==> config.mk <==
export PLATFORM = sky130hd
export DESIGN_NAME = isa_size_seq
export DESIGN_NICKNAME = d
export VERILOG_FILES = /design/src/rtl/isa_seq_pkg.sv /design/src/rtl/isa_seq_fsm.sv /design/src/rtl/isa_lane_steer.sv /design/src/rtl/isa_rd_merge.sv /design/src/rtl/isa_size_seq.sv
export SDC_FILE = /design/constraint.sdc
export NUM_CORES = 1
export LEC_CHECK = 0
export ABC_AREA = 1
export ABC_CLOCK_PERIOD_IN_PS = 2300
export CAP_MARGIN = 20
export CORE_MARGIN = 4
export CORE_UTILIZATION = 45
export CTS_BUF_LIST = sky130_fd_sc_hd__clkbuf_8
export CTS_CLUSTER_SIZE = 24
export DETAILED_ROUTE_END_ITERATION = 10
export GPL_TIMING_DRIVEN = 0
export PLACE_DENSITY = 0.78
export SLEW_MARGIN = 20
export SYNTH_ARGS = -nofsm -noshare
export SYNTH_HDL_FRONTEND = slang
export SYNTH_HIERARCHICAL = 1
export SYNTH_SLANG_ARGS = --single-unit
==> constraint.sdc <==
create_clock -name clk -period 2.3 [get_ports clk]
set_clock_uncertainty 0.2 [all_clocks]
set_input_delay 0.345 -clock clk [delete_from_list [all_inputs] [get_ports clk]]
set_output_delay 0.345 -clock clk [all_outputs]
set_load 0.1 [all_outputs]
==> src/rtl/isa_seq_pkg.sv <==
package isa_seq_pkg;

  typedef enum logic [2:0] {
    ST_IDLE  = 3'd0,
    ST_ADDR  = 3'd1,
    ST_DATA1 = 3'd2,
    ST_INCR  = 3'd3,
    ST_DATA2 = 3'd4,
    ST_DONE  = 3'd5
  } seq_st_e;

  typedef enum logic [1:0] {
    LANE_LO   = 2'd0,
    LANE_HI   = 2'd1,
    LANE_BOTH = 2'd2
  } lane_e;

  // A word needs two byte cycles unless the card is wide and the address even.
  function automatic logic f_split(input logic word, input logic card16, input logic a0);
    return word && (!card16 || a0);
  endfunction

  // Byte-high enable (active low): the upper byte is involved for a word or an odd address.
  function automatic logic f_sbhe_n(input logic wide, input logic a0);
    return !(wide || a0);
  endfunction

  // Lane carrying the current cycle's data.
  function automatic lane_e f_lane(input logic wide, input logic card16, input logic a0);
    if (wide) return LANE_BOTH;
    if (card16 && a0) return LANE_HI;
    return LANE_LO;
  endfunction

endpackage

==> src/rtl/isa_seq_fsm.sv <==
module isa_seq_fsm
  import isa_seq_pkg::*;
#(
  parameter int DATA_CYC = 4
) (
  input  logic    clk,
  input  logic    rst_n,
  input  logic    start,
  input  logic    split,
  output seq_st_e st,
  output logic    in_data,
  output logic    phase_last,
  output logic    second,
  output logic    bus_active
);
  localparam int CW = (DATA_CYC > 1) ? $clog2(DATA_CYC) : 1;
  localparam logic [CW-1:0] CNT_LAST = CW'(DATA_CYC - 1);

  seq_st_e st_q, st_d;
  logic [CW-1:0] cnt_q, cnt_d;

  always_comb begin
    st_d  = st_q;
    cnt_d = cnt_q;
    unique case (st_q)
      ST_IDLE:  if (start) st_d = ST_ADDR;
      ST_ADDR:  begin st_d = ST_DATA1; cnt_d = '0; end
      ST_DATA1: begin
        if (cnt_q == CNT_LAST) st_d = split ? ST_INCR : ST_DONE;
        else cnt_d = cnt_q + CW'(1);
      end
      ST_INCR:  begin st_d = ST_DATA2; cnt_d = '0; end
      ST_DATA2: begin
        if (cnt_q == CNT_LAST) st_d = ST_DONE;
        else cnt_d = cnt_q + CW'(1);
      end
      ST_DONE:  st_d = ST_IDLE;
      default:  st_d = ST_IDLE;
    endcase
  end

  always_ff @(posedge clk or negedge rst_n) begin
    if (!rst_n) begin
      st_q  <= ST_IDLE;
      cnt_q <= '0;
    end else begin
      st_q  <= st_d;
      cnt_q <= cnt_d;
    end
  end

  assign st         = st_q;
  assign in_data    = (st_q == ST_DATA1) || (st_q == ST_DATA2);
  assign phase_last = in_data && (cnt_q == CNT_LAST);
  assign second     = (st_q == ST_INCR) || (st_q == ST_DATA2);
  assign bus_active = (st_q == ST_ADDR) || in_data || (st_q == ST_INCR);

  // the data-phase counter never passes the phase length
  p_cnt_range_r10: assert property (@(posedge clk) disable iff (!rst_n)
    in_data |-> (cnt_q <= CNT_LAST));

  // every data phase is entered from the address phase or the step
  p_data_entry_r10: assert property (@(posedge clk) disable iff (!rst_n)
    $rose(in_data) |-> ($past(st_q) == ST_ADDR || $past(st_q) == ST_INCR));

endmodule

==> src/rtl/isa_lane_steer.sv <==
module isa_lane_steer
  import isa_seq_pkg::*;
(
  input  lane_e       lane,
  input  logic        drive_en,
  input  logic [15:0] wbits,
  input  logic [15:0] din,
  output logic [15:0] dout,
  output logic        oe_lo,
  output logic        oe_hi,
  output logic [7:0]  rd_byte
);
  localparam int NL = 2;

  logic [NL-1:0] sel;
  logic [NL-1:0] oe;

  for (genvar g = 0; g < NL; g++) begin : g_lane
    localparam lane_e MY = (g == 0) ? LANE_LO : LANE_HI;
    assign sel[g] = (lane == LANE_BOTH) || (lane == MY);
    assign dout[8*g +: 8] = !sel[g] ? 8'h00 :
                            (lane == LANE_BOTH) ? wbits[8*g +: 8] : wbits[7:0];
    assign oe[g] = drive_en && sel[g];
  end

  assign oe_lo   = oe[0];
  assign oe_hi   = oe[1];
  assign rd_byte = (lane == LANE_HI) ? din[15:8] : din[7:0];

endmodule

==> src/rtl/isa_rd_merge.sv <==
module isa_rd_merge (
  input  logic        clk,
  input  logic        rst_n,
  input  logic        cap,
  input  logic        second,
  input  logic        wide,
  input  logic [7:0]  rd_byte,
  input  logic [15:0] din,
  output logic [15:0] rdata
);
  always_ff @(posedge clk or negedge rst_n) begin
    if (!rst_n) begin
      rdata <= '0;
    end else if (cap) begin
      if (wide)        rdata        <= din;
      else if (second) rdata[15:8]  <= rd_byte;
      else             rdata        <= {8'h00, rd_byte};
    end
  end

  // a second-cycle capture leaves the first byte untouched
  p_keep_low_r11: assert property (@(posedge clk) disable iff (!rst_n)
    (cap && second) |=> $stable(rdata[7:0]));

endmodule

==> src/rtl/isa_size_seq.sv <==
module isa_size_seq
  import isa_seq_pkg::*;
#(
  parameter int AW       = 24,
  parameter int DATA_CYC = 4
) (
  input  logic          clk,
  input  logic          rst_n,
  input  logic          req_valid,
  input  logic          req_write,
  input  logic          req_word,
  input  logic [AW-1:0] req_addr,
  input  logic [15:0]   req_wdata,
  output logic          req_stall,
  output logic          rsp_valid,
  output logic [15:0]   rsp_rdata,
  output logic [AW-1:0] bus_addr,
  output logic          bus_sbhe_n,
  output logic          bus_rd_n,
  output logic          bus_wr_n,
  input  logic          bus_cs16_n,
  output logic [15:0]   bus_dout,
  output logic          bus_oe_lo,
  output logic          bus_oe_hi,
  input  logic [15:0]   bus_din
);
  seq_st_e st;
  logic in_data, phase_last, second, bus_active;

  logic          write_q, word_q, cs16_q, split_q;
  logic [AW-1:0] addr_q;
  logic [15:0]   wdata_q;

  // named internal events
  logic  accept, step_addr, cap, wide, drive_en;
  lane_e lane;
  logic [15:0] wbits;
  logic [7:0]  rd_byte;

  assign accept    = req_valid && (st == ST_IDLE);
  assign step_addr = (st == ST_DATA1) && phase_last && split_q;

  isa_seq_fsm #(.DATA_CYC(DATA_CYC)) u_fsm (
    .clk        (clk),
    .rst_n      (rst_n),
    .start      (accept),
    .split      (split_q),
    .st         (st),
    .in_data    (in_data),
    .phase_last (phase_last),
    .second     (second),
    .bus_active (bus_active)
  );

  always_ff @(posedge clk or negedge rst_n) begin
    if (!rst_n) begin
      write_q <= 1'b0;
      word_q  <= 1'b0;
      addr_q  <= '0;
      wdata_q <= '0;
      cs16_q  <= 1'b0;
      split_q <= 1'b0;
    end else begin
      if (accept) begin
        write_q <= req_write;
        word_q  <= req_word;
        addr_q  <= req_addr;
        wdata_q <= req_wdata;
      end
      if (st == ST_ADDR) begin
        cs16_q  <= !bus_cs16_n;
        split_q <= f_split(word_q, !bus_cs16_n, addr_q[0]);
      end
      if (step_addr) addr_q <= addr_q + AW'(1);
    end
  end

  assign wide     = word_q && !split_q && !second;
  assign lane     = f_lane(wide, cs16_q, addr_q[0]);
  assign wbits    = second ? {8'h00, wdata_q[15:8]} : wdata_q;
  assign drive_en = in_data && write_q;
  assign cap      = phase_last && !write_q;

  isa_lane_steer u_steer (
    .lane     (lane),
    .drive_en (drive_en),
    .wbits    (wbits),
    .din      (bus_din),
    .dout     (bus_dout),
    .oe_lo    (bus_oe_lo),
    .oe_hi    (bus_oe_hi),
    .rd_byte  (rd_byte)
  );

  isa_rd_merge u_merge (
    .clk     (clk),
    .rst_n   (rst_n),
    .cap     (cap),
    .second  (second),
    .wide    (wide),
    .rd_byte (rd_byte),
    .din     (bus_din),
    .rdata   (rsp_rdata)
  );

  assign bus_addr   = addr_q;
  assign bus_sbhe_n = bus_active ? f_sbhe_n(word_q && !second, addr_q[0]) : 1'b1;
  assign bus_rd_n   = !(in_data && !write_q);
  assign bus_wr_n   = !(in_data && write_q);
  assign req_stall  = (st != ST_IDLE);
  assign rsp_valid  = (st == ST_DONE);

  // byte-high disabled together with an odd address never appears on the bus
  p_sbhe_a0_r2: assert property (@(posedge clk) disable iff (!rst_n)
    bus_active |-> !(bus_sbhe_n && bus_addr[0]));

  // the width sample holds after the address phase
  p_cs16_hold_r3: assert property (@(posedge clk) disable iff (!rst_n)
    (st == ST_INCR || st == ST_DATA2 || st == ST_DONE) |-> $stable(cs16_q));

  // the second cycle sits one byte above the first
  p_incr_step_r6: assert property (@(posedge clk) disable iff (!rst_n)
    (st == ST_INCR) |-> (bus_addr == $past(bus_addr) + AW'(1)));

  // the second cycle of a split uses only the lower lane
  p_second_lo_r8: assert property (@(posedge clk) disable iff (!rst_n)
    (second && bus_oe_hi) |-> 1'b0);

  // acceptance raises the stall on the next clock
  p_accept_r9: assert property (@(posedge clk) disable iff (!rst_n)
    (req_valid && !req_stall) |=> (req_stall && !rsp_valid));

  // the response appears while the host is still held
  p_stall_rsp_r9: assert property (@(posedge clk) disable iff (!rst_n)
    rsp_valid |-> req_stall);

  // read and write strobes are never low together
  p_strobe_excl_r10: assert property (@(posedge clk) disable iff (!rst_n)
    !(!bus_rd_n && !bus_wr_n));

  // the response lasts one clock
  p_rsp_pulse_r11: assert property (@(posedge clk) disable iff (!rst_n)
    rsp_valid |=> !rsp_valid);

  // lanes are enabled only under the write strobe
  p_oe_data_r12: assert property (@(posedge clk) disable iff (!rst_n)
    (bus_oe_lo || bus_oe_hi) |-> !bus_wr_n);

endmodule

---- Yosys cells after proc, flatten, opt, wreduce, memory -nomap -nowiden ----
Cells that the tools add are included.
word-level totals
  memories ................................ 0
  bits in registers ....................... 65
  bits in writable memories ............... 0
  memory bits (read-only) ................. 0
  logic and storage cells ................. 89
  input port bits ......................... 62
  latch bits .............................. 0
operators by class
  equal/unequal tests ..................... 13
  magnitude comparators ................... 0
  add/subtract/negate cells ............... 2
  reduce and logical (&&, ||, !) cells .... 39
  divide/modulo/power cells ............... 0
  multiply operators ...................... 0
  multiplexer cells ....................... 25
  shift-type cells ........................ 0
  bitwise operators ....................... 0
operators by type and width
  kind                   number
  $mux 24                2
  $mux 8                 6
  $mux 16                2
  $add 24x1->24 const B  1
  $pmux 3 s5             1
  $logic_and 1x1->1      14
  $mux 3                 4
  $mux 2                 5
  $logic_or 1x1->1       8
  $logic_not 1->1        7
  $eq 3x2->1 const B     2
  $eq 3x3->1 const B     2
  $ne 2x2->1 const B     3
  $eq 2x2->1 const B     2
  $mux 1                 4
  $ne 2x1->1 const B     2
  $pmux 2 s2             1
  $reduce_and 2->1       2
  $reduce_bool 2->1      2
  $reduce_or 2->1        2
  $eq 3x1->1 const B     1
  $logic_not 3->1        1
  $reduce_and 3->1       1
  $reduce_bool 3->1      1
  other kinds (3)        3

---- Logic depth before layout (Yosys ltp) ----
  depth after elaboration ................. 12
  depth in mapped cells ................... 17

---- By module ----
The synthesis kept the hierarchy.
modules (own cells, without submodules)
  module          cells an instance  instances  sequential area each (um^2)  area an instance (um^2)
  isa_size_seq    394                1          1101.1                       2710.1
  isa_rd_merge    131                1          400.4                        883.3
  isa_lane_steer  94                 1          0.0                          421.7
  isa_seq_fsm     44                 1          125.1                        330.3

---- Worst setup path before layout ----
No wires, ideal clock.
  path type ............................... flip-flop to output port
  start point ............................. reg u_fsm.st_q[0], in the netlist u_fsm/st[0]
  end point ............................... out bus_sbhe_n
  setup slack ............................. -1.404 ns
  stages on the path, launching flop included .. 7
  arrival time ............................ 3.159 ns
  path buffers ............................ 1
  cells stage by stage .................... dfrtp_1 nor2_4 nand2_2 nand2_1 clkbuf_1 nor2_1 o21ai_0
on the way
  cells in the longest elaborated chain, start to end .. 7
ends and longest elaborated chain
  what                                             line                 RTL
  start: declaration                               isa_seq_fsm.sv:19    seq_st_e st_q, st_d;
  start signal: assignment                         isa_seq_fsm.sv:47    st_q <= st_d;
  $eq 3x2->1 / $eq 3x3->1 (equally long branches)  isa_seq_fsm.sv:55    assign second = (st_q == ST_INCR) || (st_q == ST_DATA2);
  $logic_or 1x1->1 (*)                             isa_seq_fsm.sv:55
  net second                                       isa_size_seq.sv:28   logic in_data, phase_last, second, bus_active;
  $logic_not 1->1 (*)                              isa_size_seq.sv:107  assign bus_sbhe_n = bus_active ? f_sbhe_n(word_q && !second, addr_q[0]) : 1'b1;
  $logic_and 1x1->1 (*)                            isa_size_seq.sv:107
  $logic_or 1x1->1 (*)                             isa_seq_pkg.sv:25    return !(wide || a0);
  $logic_not 1->1 (*)                              isa_seq_pkg.sv:25
  $mux 1 (*)                                       isa_size_seq.sv:107
  end: declaration                                 isa_size_seq.sv:18   output logic bus_sbhe_n,
The timed path passes the listed nets; every way through them passes the cells marked *.

---- Worst setup path in the final report ----
  start point ............................. reg u_fsm.st_q[2], in the netlist u_fsm/st[2]
  end point ............................... out bus_dout[13]
on the way
  cells in the longest elaborated chain, start to end .. 9
ends and longest elaborated chain
  what                                               line                                        RTL
  $eq 3x2->1 / $eq 3x3->1 (equally long branches)    isa_seq_fsm.sv:55
  $logic_or 1x1->1 (*)                               isa_seq_fsm.sv:55
  net second                                         isa_size_seq.sv:28
  $logic_not 1->1 (*)                                isa_size_seq.sv:78                          assign wide = word_q && !split_q && !second;
  $logic_and 1x1->1 (*)                              isa_size_seq.sv:78
  $mux 1 (*)                                         isa_seq_pkg.sv:30                           if (wide) return LANE_BOTH;
  $mux 2 (*)                                         isa_seq_pkg.sv:31                           if (card16 && a0) return LANE_HI;
  net lane[0]                                        isa_size_seq.sv:36                          lane_e lane;
  $eq 2x2->1 / $eq 2x1->1 (equally long branches)    n/a
  $mux 8 / $logic_or 1x1->1 (equally long branches)  isa_lane_steer.sv:22, isa_lane_steer.sv:20
  $mux 8 (*)                                         isa_lane_steer.sv:21                        assign dout[8*g +: 8] = !sel[g] ? 8'h00 :
  end: declaration                                   isa_size_seq.sv:22                          output logic [15:0] bus_dout,
Marks and branches as above.

==> flow_summary.yaml <==
clock_network:
  clkLatencyLatePin_ps: 340
  cts_tree: "yes"
  cts_buffer_depth: 2
  cts.sinks: 65
  cts_buffers: 9
  cts_htree_levels: 3
  path_clk_slew_ps: 80
  cts-root-buf: "clkbuf_8"
flow_run:
  max-cap-violations: 0
detailed_routing:
  num_vias: 5223
  drc: 0
  detailedRoute.firstPassIterationCount: 6
  wl_per_cell_um: 16.5
  ant_nets: 0
  routed_via_density: 5.27
  wl_mm: 16.4
  drt_iter0_drc: 432
timing:
  hold_ws_ps: 201
  worst_pin_slew_ps: 1010
  period_minus_slack_ps: 2830
  period_share_pct: 123
  finalHoldViolations: 0
  relSlewSlack_pct: 33.1
  fmax_ghz: 0.354
  setup_viol: 59
  setup_ws_ps: -527
  final_max_slew_viol_count: 0
  rsz0062_at_grt: "yes"
die:
  die_width_um: 106
  fp.dieH_um: 106
  fp-row-count: 35
  die_area_um2: 11300
  io_pins: 125
  start_util_pct: 46.6
  coreArea_um2: 9330
outcome:
  outcome: "complete, but fails checks"
  violations: "setup timing"
cells_and_area:
  fin_cells: 991
  diodes: 0
  final_common_cell: "nand2_1"
  multiInputGateArea_um2: 2690
  finish.instance_area_um2: 7270
  areaGrowthSynthToFinish_pct: 67.2
  regArea_um2: 1630
  final_nets: 924
  final_cell_mix: "nand2_1, nor2_1, inv_1, dfrtp_1, clkdlybuf4s50_1"
  fillCellCount: 619
  drive_above_1_share_pct: 28.1
global_route:
  grt_util_all_layers_pct: 26.3
  grt_start_max_net_pins: 56
  antenna_found_initial: 0
  grt_overflow: 0
  grt_pass1_wl_mm: 23.8
  grt_pass1_vias: 4980
synth:
  ys_warn_count: 6
  async_reset_ff_share_pct: 100
  syn_area_um2: 4350
  synth-edff-count: 0
  seq_area_frac_synth_pct: 37.4
  synth_ff_type: "dfrtp_1"
  syn_area_per_cell_um2: 6.55
  syn_nets: 730
  syn_inst: 663
  yosysUniqueCellTypes: 37
  synth-seq-cells: 65
placement:
  port_buffers: 124
  dp.cells: 917
  place.gp.congestion: 0.909
  place_ws_ps: -1310
  hpwl_mm: 9.95
  place_area_um2: 5970
critical_path:
  worst-setup-path-type: "reg -> out"
  arrival_ps: 2280
  critPathLaunchType: "register"
  ff2ff_setup_slack_ps: -330
  crit_fanout: 5
  end_kind: "output pin"
  worstPathRequired_ps: 1750
hold_path:
  min_path_type: "in -> async"
-- final cells by class --
class | count | share of cell area (%)
buffer | 21 | 2.94
clock buffer | 12 | 2.27
clock inverter | 4 | 0.586
inverter | 77 | 4.31
multi-input combinational | 497 | 37.1
sequential | 65 | 22.5
tap | 129 | 2.22
timing repair buffer | 186 | 28.1
-- routing by layer --
layer | routed length [um] | part of all wire, % | GRT usage (%) | up-vias
li1 | - | - | - | 2432
met1 | 6290 | 38 | 33.5 | 2443
met2 | 8110 | 50 | 44.1 | 292
met3 | 1400 | 8.6 | 5.46 | 56
met4 | 573 | 3.5 | 9.25 | 0
met5 | 0 | 0 | 0 | -
-- Yosys cell counts, drive strengths merged (5+ instances only) --
cell    instances  area, um2
ha              5       62.6
nor2          122        503
buf            19        176
o211ai          7       52.6
a21oi          12       75.1
o21ai          26        130
inv            77        294
clkbuf          5       20.0
dfrtp          65       1630
nand3          38        200
nand2         261       1020
-- timing repair --
| item | CTS | global route |
|---|---|---|
| buffers inserted | 28 | 29 |
| resized for setup | 278 | 100 |
| gates cloned | 3 | 2 |
| hold buffers | 1 | 0 |
| endpoints found under the hold margin | 65 | 0 |
| setup endpoints to repair | 89 | 67 |
| pin swaps | 18 | 46 |
-- flip-flops by register name (all words and copies together) (netlist names) --
| name | cells |
|---|---|
| bus_addr | 24 |
| u_merge/rdata | 16 |
| wdata_q | 16 |
| u_fsm/st | 3 |
| u_fsm/cnt_q | 2 |
| cs16_q | 1 |
| split_q | 1 |
| word_q | 1 |
| write_q | 1 |
-- stage by stage --
stage / util, % / setup TNS, ps
6_report: 77.9 / -15280
5_1_grt: 77.9 / -21470
4_1_cts: 71.9 / -9380
3_5_place_dp: 64.0 / -26830
3_3_place_gp: 63.7 / -127570
2_1_floorplan: - / -6180
-- cell families after synthesis --
group                    synth area share, %
AND/OR/NAND/NOR                         41.5
adder cells (fa/ha/maj)                 1.44
AO/OA/AOI/OAI                           7.77
flip-flops                              37.4
XOR/XNOR                               0.605
buffers and inverters                   11.3
-- final timing paths --
kind	from	end	cells past startpoint
max in group asynchronous	rst_n	bus_addr[1]	3
min reg2reg	u_merge/rdata[5]	u_merge/rdata[5]	2
min in group clk	u_merge/rdata[5]	u_merge/rdata[5]	2
max	u_fsm/st[2]	bus_dout[13]	14
max reg2reg	u_fsm/st[0]	bus_addr[13]	15
min	rst_n	bus_addr[12]	2
-- worst max-delay path, cell delays in order (launching register included) --
cell and delay [ps]:
dfrtp_2 470, nor2_4 140, nand2_2 70, nand2_4 110, nor2_4 40, nand2_2 90
nand3_2 70, inv_2 80, inv_4 50, ha_4 210, buf_6 150, nand2_2 60
nand2_2 70, nor2_4 140, buf_12 180
Power is left out: the tool's default activity adds up to more than one toggle a clock period on the data nets, which glitch-free logic cannot reach.
